<file path="src/rtl/pfc_pkg.sv">
package pfc_pkg;

    typedef enum logic [1:0] {
        LD_IDLE,
        LD_ACTIVE,
        LD_NOLOAD,
        LD_NEGATIVE
    } load_state_e;

    // log2 of the fast-to-slow rate ratio for a rate/calibration selection
    function automatic int fast_log2_ratio(input logic [1:0] rate_sel, input logic cal_sel);
        int r;
        if (!cal_sel && rate_sel == 2'd3)
            r = 11;
        else if (cal_sel)
            r = 7 - int'(rate_sel);
        else
            r = 6 - int'(rate_sel);
        return r;
    endfunction

endpackage

</file>
<file path="src/rtl/pfc_qualify.sv">
module pfc_qualify
    import pfc_pkg::*;
#(
    parameter int SW = 16,
    localparam int MW = SW - 1
) (
    input  logic                 clk,
    input  logic                 rst_n,
    input  logic                 smp_valid,
    input  logic signed [SW-1:0] smp_data,
    input  logic        [SW-1:0] creep_min,
    output logic                 add_en,
    output logic        [MW-1:0] add_amt
);

    load_state_e state_q, state_d;
    logic        stb_q;
    logic [MW-1:0] amt_q;
    logic        below_creep;

    assign below_creep = {1'b0, smp_data[MW-1:0]} < creep_min;

    always_comb begin
        state_d = state_q;
        if (smp_valid) begin
            if (smp_data[SW-1])
                state_d = LD_NEGATIVE;
            else if (below_creep)
                state_d = LD_NOLOAD;
            else
                state_d = LD_ACTIVE;
        end
    end

    always_ff @(posedge clk or negedge rst_n) begin
        if (!rst_n) begin
            state_q <= LD_IDLE;
            stb_q   <= 1'b0;
            amt_q   <= '0;
        end else begin
            state_q <= state_d;
            stb_q   <= smp_valid;
            if (smp_valid)
                amt_q <= smp_data[MW-1:0];
        end
    end

    always_comb begin
        add_en  = 1'b0;
        add_amt = amt_q;
        unique case (state_q)
            LD_IDLE:     add_en = 1'b0;
            LD_ACTIVE:   add_en = stb_q;
            LD_NOLOAD:   add_en = 1'b0;
            LD_NEGATIVE: add_en = 1'b0;
            default:     add_en = 1'b0;
        endcase
    end

    assert_neg_never_adds_R2: assert property (@(posedge clk) disable iff (!rst_n)
        (smp_valid && smp_data[SW-1]) |=> !add_en);

    assert_creep_never_adds_R3: assert property (@(posedge clk) disable iff (!rst_n)
        (smp_valid && !smp_data[SW-1] && below_creep) |=> !add_en);

endmodule

</file>
<file path="src/rtl/pfc_accum.sv">
module pfc_accum #(
    parameter int AW = 32,
    parameter int MW = 15
) (
    input  logic          clk,
    input  logic          rst_n,
    input  logic          add_en,
    input  logic [MW-1:0] add_amt,
    input  logic [AW-1:0] quantum,
    input  logic          block,
    output logic          tick_c,
    output logic          req_o,
    output logic          evt_o
);

    logic [AW-1:0] acc_q;
    logic [AW:0]   sum_c;

    always_comb begin
        sum_c  = {1'b0, acc_q} + (AW+1)'(add_amt);
        tick_c = add_en && (sum_c >= {1'b0, quantum});
    end

    always_ff @(posedge clk or negedge rst_n) begin
        if (!rst_n) begin
            acc_q <= '0;
            req_o <= 1'b0;
            evt_o <= 1'b0;
        end else begin
            req_o <= tick_c && !block;
            evt_o <= tick_c;
            if (add_en)
                acc_q <= tick_c ? AW'(sum_c - {1'b0, quantum}) : sum_c[AW-1:0];
        end
    end

    assert_hold_without_add_R3: assert property (@(posedge clk) disable iff (!rst_n)
        !add_en |=> $stable(acc_q));

    assert_req_follows_add_R9: assert property (@(posedge clk) disable iff (!rst_n)
        req_o |-> $past(add_en));

endmodule

</file>
<file path="src/rtl/pfc_pulse_conv.sv">
module pfc_pulse_conv
    import pfc_pkg::*;
#(
    parameter int SW = 16,
    parameter int QB = 16,
    parameter int AW = 32,
    localparam int MW = SW - 1,
    localparam int NPATH = 2
) (
    input  logic                 clk,
    input  logic                 rst_n,
    input  logic                 smp_valid,
    input  logic signed [SW-1:0] smp_data,
    input  logic        [SW-1:0] creep_min,
    input  logic                 rate_sel_lo,
    input  logic                 rate_sel_hi,
    input  logic                 cal_sel,
    input  logic                 rev_flag,
    output logic                 slow_req,
    output logic                 fast_req,
    output logic                 rev_out
);

    logic          add_en;
    logic [MW-1:0] add_amt;
    logic [1:0]    rate_sel;
    logic [AW-1:0] quanta [NPATH];
    logic [NPATH-1:0] tick_c, req_v, evt_v;
    logic          rev_q;

    assign rate_sel = {rate_sel_hi, rate_sel_lo};

    // index 0: slow path, index 1: fast path
    always_comb begin
        quanta[0] = AW'(1) << (QB - int'(rate_sel));
        quanta[1] = AW'(1) << (QB - int'(rate_sel) - fast_log2_ratio(rate_sel, cal_sel));
    end

    pfc_qualify #(.SW(SW)) u_qual (
        .clk       (clk),
        .rst_n     (rst_n),
        .smp_valid (smp_valid),
        .smp_data  (smp_data),
        .creep_min (creep_min),
        .add_en    (add_en),
        .add_amt   (add_amt)
    );

    for (genvar g = 0; g < NPATH; g++) begin : g_path
        pfc_accum #(.AW(AW), .MW(MW)) u_acc (
            .clk     (clk),
            .rst_n   (rst_n),
            .add_en  (add_en),
            .add_amt (add_amt),
            .quantum (quanta[g]),
            .block   (rev_flag),
            .tick_c  (tick_c[g]),
            .req_o   (req_v[g]),
            .evt_o   (evt_v[g])
        );
    end

    always_ff @(posedge clk or negedge rst_n) begin
        if (!rst_n)
            rev_q <= 1'b0;
        else if (tick_c[1])
            rev_q <= rev_flag;
    end

    assign slow_req = req_v[0];
    assign fast_req = req_v[1];
    assign rev_out  = rev_q;

    assert_no_pulse_in_reverse_R7: assert property (@(posedge clk) disable iff (!rst_n)
        (slow_req || fast_req) |-> !$past(rev_flag));

    assert_rev_moves_on_tick_R8: assert property (@(posedge clk) disable iff (!rst_n)
        (rev_out != $past(rev_out)) |-> evt_v[1]);

    assert_one_cycle_reset_R1: assert property (@(posedge clk)
        !rst_n |=> (!slow_req && !fast_req && !rev_out) || !rst_n);

endmodule

</file>
<file path="config.mk">
export PLATFORM = sky130hd
export DESIGN_NAME = pfc_pulse_conv
export DESIGN_NICKNAME = d
export VERILOG_FILES = /design/src/rtl/pfc_pkg.sv /design/src/rtl/pfc_qualify.sv /design/src/rtl/pfc_accum.sv /design/src/rtl/pfc_pulse_conv.sv
export SDC_FILE = /design/constraint.sdc
export NUM_CORES = 1
export LEC_CHECK = 0
export BUFFER_PORTS_ARGS = -buffer_cell sky130_fd_sc_hd__buf_4
export CAP_MARGIN = 10
export CORE_MARGIN = 2
export CORE_UTILIZATION = 64
export DETAILED_ROUTE_END_ITERATION = 10
export GPL_TIMING_DRIVEN = 1
export PLACE_DENSITY = 0.83
export SLEW_MARGIN = 20
export SYNTH_ARGS = -nofsm -noshare
export SYNTH_HDL_FRONTEND = slang
export SYNTH_SLANG_ARGS = --single-unit
</file>
<file path="constraint.sdc">
create_clock -name clk -period 6.35 [get_ports clk]
set_input_delay 0.3175 -clock clk [delete_from_list [all_inputs] [get_ports clk]]
set_output_delay 0.3175 -clock clk [all_outputs]
set_load 0.05 [all_outputs]
</file>
# After elaboration in Yosys (flattened, before gate mapping)
# Index checks and enable logic that the tools add are counted.
[word_totals] ff_bits=85 inputBits=39 output_inout_bits=3 elab_cells=41
[op_classes] n_addsub=8 n_lt_le_gt_ge=3 n_eq_ne=4 shift=2 muxes=7 reduce_logical=9
[ops] operator="32-bit 2-to-1 mux" n=4
[ops] operator="32-bit by 15-bit adder with 33-bit output" n=2
[ops] operator="33-bit by 32-bit greater-or-equal comparator with 1-bit output" n=2
[ops] operator="1-bit by 32-bit left shift with 32-bit output, first input constant" n=2
[ops] operator="32-bit subtractor" n=2
[ops] operator="6-bit by 32-bit subtractor with 32-bit output" n=1
[ops] operator="15-bit by 16-bit < comparator with 1-bit output" n=1
[ops] operator="3-bit by 2-bit subtractor with 4-bit output, first input constant" n=2
[ops] operator="2-bit == test, second input constant" n=3
[ops] operator="5-bit by 2-bit subtractor with 6-bit output, first input constant" n=1
[ops] operator="1-bit logical AND" n=5
[ops] operator="2-bit 2-to-1 mux" n=2
[ops] operator="3-bit OR reduction" n=1
[ops] operator="2-bit by 1-bit == test with 1-bit output, second input constant" n=1
[ops] operator="1-bit logical NOT" n=2
[ops] operator="2-bit logical NOT" n=1
[ops] operator="1-bit case mux with 2 select lines" n=1

# Longest topological paths before layout
# Gate-level depths: netlist of run 1.
[depth] word_depth=8 mapped_depth=23 ltp_nobuf=21

# Modules after synthesis
# From an unflattened synthesis of run 1, not the netlist that was laid out.
[hier_totals] cells_unflattened=1343 hier_area_um2=10460.0
[by_module_without_submodules] module="pfc_accum at g_path[0].u_acc" instances=1 cells_each=598 area_per_inst_um2=4538.1 seq_area_each_um2=850.8
[by_module_without_submodules] module="pfc_accum at g_path[1].u_acc" instances=1 cells_each=604 area_per_inst_um2=4476.8 seq_area_each_um2=850.8
[by_module_without_submodules] module="pfc_qualify" instances=1 cells_each=91 area_per_inst_um2=1051.0 seq_area_each_um2=450.4
[by_module_without_submodules] module="pfc_pulse_conv" instances=1 cells_each=50 area_per_inst_um2=394.1 seq_area_each_um2=25.0

# Worst setup path before layout of run 1
# Ideal clock, no wire load.
[synth_timing] path_kind="flip-flop to flip-flop" startpoint="register u_qual.amt_q[0], in the netlist u_qual.add_amt[0]" endpoint="register g_path[0].u_acc.acc_q[23]" setup_ns=0.138 arrival_time_ns=4.385 t_required_ns=6.212 path_slack_ns=1.827 stages_incl_launch_ff=24 path_buffers=3 synth_period_minus_slack_ns=4.523 path_cell_list="dfrtp_1 -> ha_1 -> inv_1 -> fa_1 -> nor2b_1 -> o31ai_1 -> a21oi_1 -> a22oi_1 -> a21oi_1 -> buf_2 -> nand3_1 -> xnor2_1 -> ha_1 -> a21o_1 -> a21o_1 -> a21oi_1 -> o21ai_0 -> a41o_1 -> o221ai_4 -> nand2_4 -> buf_12 -> buf_12 -> mux2i_1 -> o22ai_1"
[synth_between] elab_chain_len=4 word_cells_on_any_way=5 cone_classes="add/sub (2); order compare (1); mux (1); reduce/logical (1)"
[synth_lines] element="start: declaration" line="pfc_qualify.sv:18" rtl="logic [MW-1:0] amt_q;"
[synth_lines] element="start signal: assignment" line="pfc_qualify.sv:44" rtl="amt_q <= smp_data[MW-1:0];"
[synth_lines] element="32-bit by 15-bit adder with 33-bit output *" line="pfc_accum.sv:20" rtl="sum_c = {1'b0, acc_q} + (AW+1)'(add_amt);"
[synth_lines] element="33-bit by 32-bit greater-or-equal comparator with 1-bit output" line="pfc_accum.sv:21" rtl="tick_c = add_en && (sum_c >= {1'b0, quantum});"
[synth_lines] element="1-bit logical AND" line="pfc_accum.sv:21"
[synth_lines] element="32-bit 2-to-1 mux *" line="pfc_accum.sv:33" rtl="acc_q <= tick_c ? AW'(sum_c - {1'b0, quantum}) : sum_c[AW-1:0];"
[synth_lines] element="end signal: assignment" line="pfc_accum.sv:33"
[synth_lines] element="end: declaration" line="pfc_accum.sv:16" rtl="logic [AW-1:0] acc_q;"
# Every way passes the cells marked *; elsewhere a longest branch is shown, timed or not.
# A chain may end at the register's enable or synchronous reset.

# Worst setup path in the final report of run 1
[layout_timing] startpoint="register u_qual.amt_q[0], in the netlist u_qual.add_amt[0]" endpoint="register g_path[0].u_acc.acc_q[29]"
# Same word-level chain as after synthesis.

==> results.yml, run 1 <==
routing:
  vias: 8751
  first_pass_iters: 5
  vias_per_cell: 6.13
  wl_per_cell_microns: 16.4
  dr.first_iter.drc_count: 563
  drc_errors: 0
  wirelength_mm: 23.4
  ant_nets: 0
global_routing:
  antenna_found_initial: 0
  grt_start_max_net_pins: 103
  track_usage: 0.296
  grt_pass1_vias: 8189
  grt_pass1_wl_mm: 39.0
  grt_overflow: 0
die:
  dieHeight_microns: 127
  core_sq_um: 14600
  die_x_microns: 127
  initial_core_util: 0.660
  rows: 44
  dieArea_sq_um: 16100
  num_io_pins: 42
finish:
  nNetsFinal: 1396
  syn_to_final_growth_pct: 8.42
  layout-drive-gt1-share: 0.0813
  stdcell_count: 1427
  fillerInstances: 1177
  diodes: 0
sta:
  hold_viol: 0
  maxSlewViolCount: 0
  max-slew-margin-rel: 0.397
  fin_hold_ws_ns: 0.133
  min_period_over_period: 0.885
  fin_worst_skew_ns: 0.00896
  tightest_slew_ns: 0.904
  clock.fmax_mhz: 178
  setup_tns_ns: 0
  rsz0062_at_grt: "no"
  finalSetupViolations: 0
  fin_crit_ns: 5.62
setup_path:
  worst_setup_path_start_kind: "flop"
  worst-path-max-fanout: 20
  cp_top_family: "compound AO/OA/AOI/OAI gates"
  crit_required_ns: 6.61
  crit_top_cell: "a21oi_1"
  path_class: "reg -> reg"
  cp_slowest_cell: "and2_1"
  end_kind: "flop"
  timing.critical_path.buf_inv: 2
  crit_chain: "ha_1 -> inv_1 -> fa_1 -> nor2b_1 -> o31ai_1 -> a21oi_1 -> a22oi_1 -> a21oi_1 -> buf_4 -> nand3_1 -> xnor2_1 -> ha_1 -> a21oi_1 -> o21ai_0 -> or3_1 -> o21ai_1 -> nor2_4 -> o221ai_4 -> and2_1 -> o21ai_0 -> a22oi_1"
  critical-path-max-stage-delay_ns: 0.78
  cp.arrival_ns: 5.89
min_path:
  hold_path_class: "in -> reg"
clock_tree:
  holdBufCountCts: 1
  cts_sinks: 85
  insertion_delay_ns: 0.36
  clock_path_buffers: 2
  ctsResizeCount: 0
  cts_buffers: 9
  root_buffer: "clkbuf_16"
  cts_tree: "done"
  postCtsSetupBuffers: 0
  clkTransAtPathRegs_ns: 0.07
  ctsHtreeMaxLevel: 3
yosys:
  async_flop_share: 1.00
  syn_area_sq_um: 9670
  avgSynthCellArea_sq_um: 8.19
  yosysUniqueCellTypes: 80
  synth_flop_cell: "dfrtp_1"
  ys_ff_latch: 85
  syn_inst: 1181
  synth_edf_count: 0
  yosysWarnings: 0
  synth_seq_area_share: 0.220
place:
  portBuffers: 41
  post-dp-hpwl_mm: 17.7
  dp_cells: 1409
  gp_congestion: 0.933
flow_run:
  cap_violations: 0
status:
  status: "finished clean"
[per-stage QoR]
| stage | util | setup slack [ns] | cell area [sq um] |
|---|---|---|---|
| after floorplan | - | 1.83 | 9800 |
| after global placement | 0.695 | 0.981 | 10200 |
| after detailed placement | 0.695 | 0.865 | 10200 |
| after CTS | 0.714 | 0.828 | 10500 |
| after global routing | 0.716 | 0.399 | 10500 |
| final | 0.716 | 0.728 | 10500 |
[layout make-up]
cell class                 instances  area, sq um  share of cell area
sequential                        85         2130               0.203
timing repair buffer              48          383              0.0365
clock inverter                     6         38.8             0.00370
tap                              184          230              0.0220
multi-input combinational       1040         7270               0.693
clock buffer                      10          239              0.0228
inverter                          54          203              0.0193
[registers in the layout, summed over array words and instances (netlist names)]
register            flops
g_path.u_acc.acc_q     64
u_qual.add_amt         15
g_path.u_acc.req_o      2
u_qual.state_q          2
rev_out                 1
u_qual.stb_q            1
[final timing paths]
| kind | startpoint | to | slack (ns) | cells past startpoint |
|---|---|---|---|---|
| max reg2reg | u_qual.add_amt[0]$_DFFE_PN0P_ | g_path[0].u_acc.acc_q[29]$_DFFE_PN0P_ | 0.73 | 21 |
| max in group asynchronous | rst_n | g_path[0].u_acc.acc_q[17]$_DFFE_PN0P_ | 4.80 | 3 |
| max | u_qual.add_amt[0]$_DFFE_PN0P_ | g_path[0].u_acc.acc_q[29]$_DFFE_PN0P_ | 0.73 | 21 |
| min | rev_flag | g_path[1].u_acc.req_o$_DFF_PN0_ | 0.13 | 2 |
| min reg2reg | g_path[0].u_acc.acc_q[14]$_DFFE_PN0P_ | g_path[0].u_acc.acc_q[14]$_DFFE_PN0P_ | 0.49 | 2 |
| min in group asynchronous | rst_n | u_qual.state_q[0]$_DFFE_PN0P_ | 0.40 | 2 |
[synth_stat cells, drive strengths merged (15+ instances only)]
cell | n | area share
mux2 | 16 | 0.019
ha | 114 | 0.15
o21ai | 106 | 0.055
mux2i | 41 | 0.042
nand2 | 133 | 0.052
a21oi | 106 | 0.055
nor3 | 19 | 0.010
inv | 54 | 0.021
xor2 | 32 | 0.029
and3 | 17 | 0.012
dfrtp | 85 | 0.22
nor2 | 74 | 0.029
clkbuf | 20 | 0.0078
nand3 | 29 | 0.015
xnor2 | 79 | 0.072
a31oi | 18 | 0.013
a21o | 37 | 0.029
buf | 15 | 0.015
[layer usage]
| layer | GRT usage | part of all wire | vias to the layer above |
|---|---|---|---|
| li1 | - | - | 4379 |
| met1 | 0.402 | 0.47 | 4106 |
| met2 | 0.496 | 0.46 | 223 |
| met3 | 0.0329 | 0.045 | 43 |
| met4 | 0.0983 | 0.025 | 0 |
| met5 | 0 | 0 | - |
[placed cells by master (no fill, tap or decap), types with 13 or more instances in the layout]
cell / n
nand2_1: 132
ha_1: 114
a21oi_1: 106
o21ai_0: 91
dfrtp_1: 85
xnor2_1: 79
nor2_1: 72
inv_1: 54
buf_4: 46
mux2i_1: 41
a21o_1: 37
conb_1: 35
xor2_1: 32
nand3_1: 29
nor3_1: 18
a31oi_1: 17
and3_1: 16
mux2_2: 16
o21ai_1: 14
nand4_1: 13
[worst register-to-register path: stages (launching register included)]
cell and delay (ns):
dfrtp_1 0.38, ha_1 0.20, inv_1 0.06, fa_1 0.40
nor2b_1 0.17, o31ai_1 0.11, a21oi_1 0.41, a22oi_1 0.18
a21oi_1 0.17, buf_4 0.23, nand3_1 0.11, xnor2_1 0.27
ha_1 0.34, a21oi_1 0.19, o21ai_0 0.20, or3_1 0.41
o21ai_1 0.18, nor2_4 0.09, o221ai_4 0.28, and2_1 0.78
o21ai_0 0.21, a22oi_1 0.18
[cells by family after synthesis]
logic type      after synthesis  synth area share
fa+ha+maj                   119             0.158
other cells                   2          0.000776
simple gates                349             0.174
flops                        85             0.220
compound gates              369             0.243
mux                          57            0.0611
xor+xnor                    111             0.101
buf+inv                      89            0.0433
Power of run 1 is left out: the tool's default activity adds up to more than one toggle a clock period on the data nets, which glitch-free logic cannot reach.
==> run 2: changes to the inputs <==
--- a/config.mk
+++ b/config.mk
@@ -5,14 +5,15 @@
 export SDC_FILE = /design/constraint.sdc
 export NUM_CORES = 1
 export LEC_CHECK = 0
-export BUFFER_PORTS_ARGS = -buffer_cell sky130_fd_sc_hd__buf_4
 export CAP_MARGIN = 10
 export CORE_MARGIN = 2
-export CORE_UTILIZATION = 64
+export CORE_UTILIZATION = 65
 export DETAILED_ROUTE_END_ITERATION = 10
+export DONT_BUFFER_PORTS = 1
 export GPL_TIMING_DRIVEN = 1
-export PLACE_DENSITY = 0.83
+export PLACE_DENSITY = 0.82
 export SLEW_MARGIN = 20
 export SYNTH_ARGS = -nofsm -noshare
 export SYNTH_HDL_FRONTEND = slang
+export SYNTH_HIERARCHICAL = 1
 export SYNTH_SLANG_ARGS = --single-unit
==> constraint.sdc (replaced) <==
create_clock -name clk -period 6.35 [get_ports clk]
set_input_delay 0.635 -clock clk [delete_from_list [all_inputs] [get_ports clk]]
set_output_delay 0.635 -clock clk [all_outputs]
set_load 0.05 [all_outputs]
==> run 2 against run 1 <==
- worst setup slack gained 0.18 ns
- core utilization down 2.2 points
- flip-flop and latch count unchanged
- routed wire length up 18%
==> results.yml, run 2 <==
sta:
  max-slew-margin-rel: 0.505
  fin_crit_ns: 5.44
  maxSlewViolCount: 0
  setup_tns_ns: 0
  clock.fmax_mhz: 184
  fin_worst_skew_ns: 0.00662
  rsz0062_at_grt: "no"
  finalSetupViolations: 0
  hold_viol: 0
  setup_ws_ns: 0.905
  min_period_over_period: 0.857
  tightest_slew_ns: 0.737
finish:
  layout_commonest_cell: "a21oi_1"
  layout_common_cells: "127 x a21oi_1, 123 x inv_1, 116 x ha_1"
  syn_to_final_growth_pct: 5.16
  nNetsFinal: 1508
  diodes: 0
  fillerInstances: 1401
  fin_util: 0.694
  regMostFlops: "g_path.u_acc/acc_q"
  layout-drive-gt1-share: 0.0540
  largest_reg_flops: 64
clock_tree:
  holdBufCountCts: 1
  clock_path_buffers: 2
  insertion_delay_ns: 0.35
  postCtsSetupBuffers: 0
  root_buffer: "clkbuf_16"
  cts_sinks: 85
  ctsResizeCount: 0
  ctsHtreeMaxLevel: 3
  cts_tree: "done"
  clkTransAtPathRegs_ns: 0.06
  cts_buffers: 9
place:
  portBuffers: 0
  post-dp-hpwl_mm: 21.3
  gp_congestion: 0.949
  dp_slack_ns: 0.980
min_path:
  hold_path_class: "in -> async"
die:
  die_x_microns: 131
  num_io_pins: 42
  rows: 46
  dieArea_sq_um: 17000
  dieHeight_microns: 131
  core_sq_um: 15800
  initial_core_util: 0.660
setup_path:
  reg2reg_depth: 18
  critical-path-max-stage-delay_ns: 0.63
  cp_slowest_cell: "or4_1"
  timing.critical_path.buf_inv: 0
  crit_required_ns: 6.59
  crit_top_cell: "ha_1"
  path_class: "reg -> reg"
  worst_setup_path_start_kind: "flop"
  worst-path-max-fanout: 34
  crit_chain: "ha_1 -> a211oi_1 -> o21ai_0 -> a31oi_1 -> nor3b_1 -> o31a_1 -> o21a_1 -> nand3_1 -> xnor2_1 -> ha_1 -> and3_1 -> nand4_1 -> or4_1 -> o31ai_2 -> a31o_4 -> a21o_4 -> nand2_2 -> o31ai_1"
  rrSetupSlack_ns: 0.91
  timing.rr.start: "u_qual/add_amt[1]$_DFFE_PN0P_"
  r2r_end: "g_path[0].u_acc/acc_q[28]$_DFFE_PN0P_"
  cp_top_family: "compound AO/OA/AOI/OAI gates"
  end_kind: "flop"
  cp.arrival_ns: 5.68
yosys:
  yosysWarnings: 6
  syn_inst: 1341
  avgSynthCellArea_sq_um: 7.76
  syn_area_sq_um: 10400
routing:
  wl_per_cell_microns: 17.6
  drc_errors: 0
  wirelength_mm: 27.6
  vias_per_cell: 6.29
  vias: 9870
  dr.first_iter.drc_count: 845
  ant_nets: 0
  first_pass_iters: 5
status:
  status: "finished clean"
global_routing:
  grt_pass1_vias: 9005
  antenna_found_initial: 0
  grt_overflow: 0
  track_usage: 0.331
  grt_pass1_wl_mm: 45.0
  grt_start_max_net_pins: 86
flow_run:
  cap_violations: 0
run 2: how the worst max path moves through the flow:
stage                                        startpoint                               endpoint  slack, ns  cells after the start
final                     u_qual/add_amt[1]$_DFFE_PN0P_  g_path[0].u_acc/acc_q[28]$_DFFE_PN0P_       0.91                     18
after global routing      u_qual/add_amt[0]$_DFFE_PN0P_                    rev_out$_DFFE_PN0P_       0.60                     20
after CTS                 u_qual/add_amt[0]$_DFFE_PN0P_                    rev_out$_DFFE_PN0P_       0.95                     20
after detailed placement  u_qual/add_amt[0]$_DFFE_PN0P_                    rev_out$_DFFE_PN0P_       0.98                     20
after global placement                      rate_sel_lo  g_path[1].u_acc/acc_q[30]$_DFFE_PN0P_       1.11                     17
after floorplan                             rate_sel_lo  g_path[1].u_acc/acc_q[30]$_DFFE_PN0P_       1.68                     18
run 2: layout make-up:
cell class	count	area (sq um)	area share
inverters	126	473	0.0432
clock buffers	12	236	0.0216
flip-flops and latches	85	2130	0.194
clock inverters	4	25.0	0.00229
multi-input cells	1118	7730	0.707
repair buffers	8	80.1	0.00732
well taps	216	270	0.0247
run 2: layer usage:
layer | track usage | share of wire | vias to the layer above
met5 | 0 | 0 | -
met4 | 0.0957 | 0.020 | 0
met3 | 0.0407 | 0.060 | 40
met2 | 0.519 | 0.45 | 350
met1 | 0.481 | 0.47 | 4688
li1 | - | - | 4792
run 2: metrics by stage:
stage | hold WS (ns) | area (sq um) | instances
after floorplan | 0.339 | 10500 | 1373
after global placement | 0.341 | 10700 | 1552
after detailed placement | 0.341 | 10700 | 1552
after CTS | 0.202 | 10900 | 1569
after global routing | 0.209 | 10900 | 1569
final | 0.174 | 10900 | 1569
Power of run 2 is left out for the same reason.
==> run 3: changes to the inputs <==
--- a/config.mk
+++ b/config.mk
@@ -11,6 +11,7 @@
 export DETAILED_ROUTE_END_ITERATION = 10
 export DONT_BUFFER_PORTS = 1
 export GPL_TIMING_DRIVEN = 1
+export MAX_ROUTING_LAYER = met4
 export PLACE_DENSITY = 0.82
 export SLEW_MARGIN = 20
 export SYNTH_ARGS = -nofsm -noshare
==> run 3 against run 2 <==
- maximum frequency about the same
- design area grew 0.31%
- via count fell by 2.4%
- routed wire length shrank 2.6%
- clock skew hardly changed
- count of clock-buffer cells in the layout stayed put
- worst setup slack improved by 0.0039 ns
- sequential share of layout area is 0.060 points lower
- critical path depth is 3 higher
- global-route usage is essentially flat
- register-to-register slack barely moved
==> results.yml, run 3 (same netlist as run 2, synthesis figures left out) <==
finish:
  largest_reg_flops: 64
  layout_common_cells: "127 x a21oi_1, 123 x inv_1, 116 x ha_1"
  nNetsFinal: 1509
  regMostFlops: "g_path.u_acc/acc_q"
  diodes: 0
  seq_area_sq_um: 2130
  fillerInstances: 1415
  multiInputGateArea_sq_um: 7730
  stdcell_count: 1570
  syn_to_final_growth_pct: 5.48
  layout_commonest_cell: "a21oi_1"
  fin_util: 0.696
  layout-drive-gt1-share: 0.0561
sta:
  maxSlewViolCount: 0
  fin_hold_ws_ns: 0.187
  max-slew-margin-rel: 0.504
  setup_tns_ns: 0
  min_period_over_period: 0.857
  hold_viol: 0
  tightest_slew_ns: 0.738
  fin_worst_skew_ns: 0.00660
  rsz0062_at_grt: "no"
  clock.fmax_mhz: 184
  finalSetupViolations: 0
  fin_crit_ns: 5.44
routing:
  wirelength_mm: 26.9
  vias_per_cell: 6.14
  vias: 9638
  dr.first_iter.drc_count: 869
  drc_errors: 0
  ant_nets: 0
  wl_per_cell_microns: 17.1
  first_pass_iters: 6
setup_path:
  worst-path-max-fanout: 16
  crit_top_cell: "a21oi_1"
  path_class: "reg -> reg"
  critical-path-max-stage-delay_ns: 0.47
  cp.arrival_ns: 5.67
  timing.rr.start: "u_qual/add_amt[0]$_DFFE_PN0P_"
  cp_slowest_cell: "a21oi_2"
  worst_setup_path_start_kind: "flop"
  end_kind: "flop"
  crit_chain: "ha_1 -> inv_1 -> fa_1 -> nor2b_1 -> o2111ai_1 -> and3_1 -> nor4_2 -> o21a_2 -> and3_1 -> xor2_1 -> ha_1 -> a21oi_1 -> o21ai_1 -> a21oi_1 -> nor2_1 -> a21oi_1 -> o21ai_2 -> a21oi_2 -> buf_4 -> o31ai_1 -> a311o_1"
  critPathLaunch: "u_qual/add_amt[0]$_DFFE_PN0P_"
  crit_required_ns: 6.58
clock_tree:
  ctsHtreeMaxLevel: 3
  cts_buffers: 9
  root_buffer: "clkbuf_16"
  clkTransAtPathRegs_ns: 0.07
  cts_sinks: 85
  clock_path_buffers: 2
  insertion_delay_ns: 0.35
  cts_tree: "done"
global_routing:
  grt_pass1_wl_mm: 43.7
  track_usage: 0.330
  grt_start_max_net_pins: 86
  grt_pass1_vias: 8906
  antenna_found_initial: 0
  grt_overflow: 0
die:
  dieHeight_microns: 131
  rows: 46
  initial_core_util: 0.660
  die_x_microns: 131
  num_io_pins: 42
  dieArea_sq_um: 17000
  core_sq_um: 15800
place:
  gp_congestion: 0.956
  portBuffers: 0
  post-dp-hpwl_mm: 20.8
  dp_cells: 1553
min_path:
  hold_path_class: "in -> async"
status:
  status: "finished clean"
flow_run:
  cap_violations: 0
run 3: cell types whose count changed in the layout (fill, tap and decap cells not counted), sizes merged:
cell / delta
clkinv: +1
inv: +1
buf: +1
clkinvlp: -2
run 3: area by class of cell:
cell class / instances / area share
clock buffer: 12 / 0.0234
clock inverter: 4 / 0.00285
inverter: 126 / 0.0431
multi-input combinational: 1118 / 0.704
sequential: 85 / 0.194
tap: 216 / 0.0246
timing repair buffer: 9 / 0.00798
run 3: layer usage:
metal / up-vias / share of wire / GRT usage
li1: 4798 / - / -
met1: 4522 / 0.48 / 0.458
met2: 284 / 0.46 / 0.519
met3: 34 / 0.049 / 0.0415
met4: 0 / 0.014 / 0.0782
met5: - / 0 / -
run 3: through the flow:
stage	worst slack [ns]	area (sq um)
global placement	1.05	10700
detailed placement	0.990	10700
global route	0.493	11000
finish	0.909	11000
floorplan	1.68	10500
CTS	0.963	11000
run 3: final timing paths:
kind | end | slack (ns) | depth (start not counted)
worst min register to register | g_path[0].u_acc/acc_q[2]$_DFFE_PN0P_ | 0.51 | 2
worst max-delay path | g_path[0].u_acc/acc_q[23]$_DFFE_PN0P_ | 0.91 | 21
worst max register to register | g_path[0].u_acc/acc_q[23]$_DFFE_PN0P_ | 0.91 | 21
worst min-delay path | u_qual/state_q[0]$_DFFE_PN0P_ | 0.19 | 1
max in group asynchronous | g_path[0].u_acc/acc_q[25]$_DFFE_PN0P_ | 5.81 | 1
min in group clk | u_qual/stb_q$_DFF_PN0_ | 0.32 | 0
run 3: repair_timing:
action,CTS,global route
hold endpoints to repair,85,0
resized for setup,0,0
buffers inserted,0,0
hold buffers,1,0
setup endpoints to repair,0,0
run 3: critical path, delay by kind of cell, from the launching register on:
kind,cells,cell delay (ns)
flops,1,0.40
xor+xnor,1,0.33
compound gates,10,2.09
simple gates,5,1.07
buf+inv,2,0.40
fa+ha+maj,3,1.02
Power of run 3 is left out for the same reason.
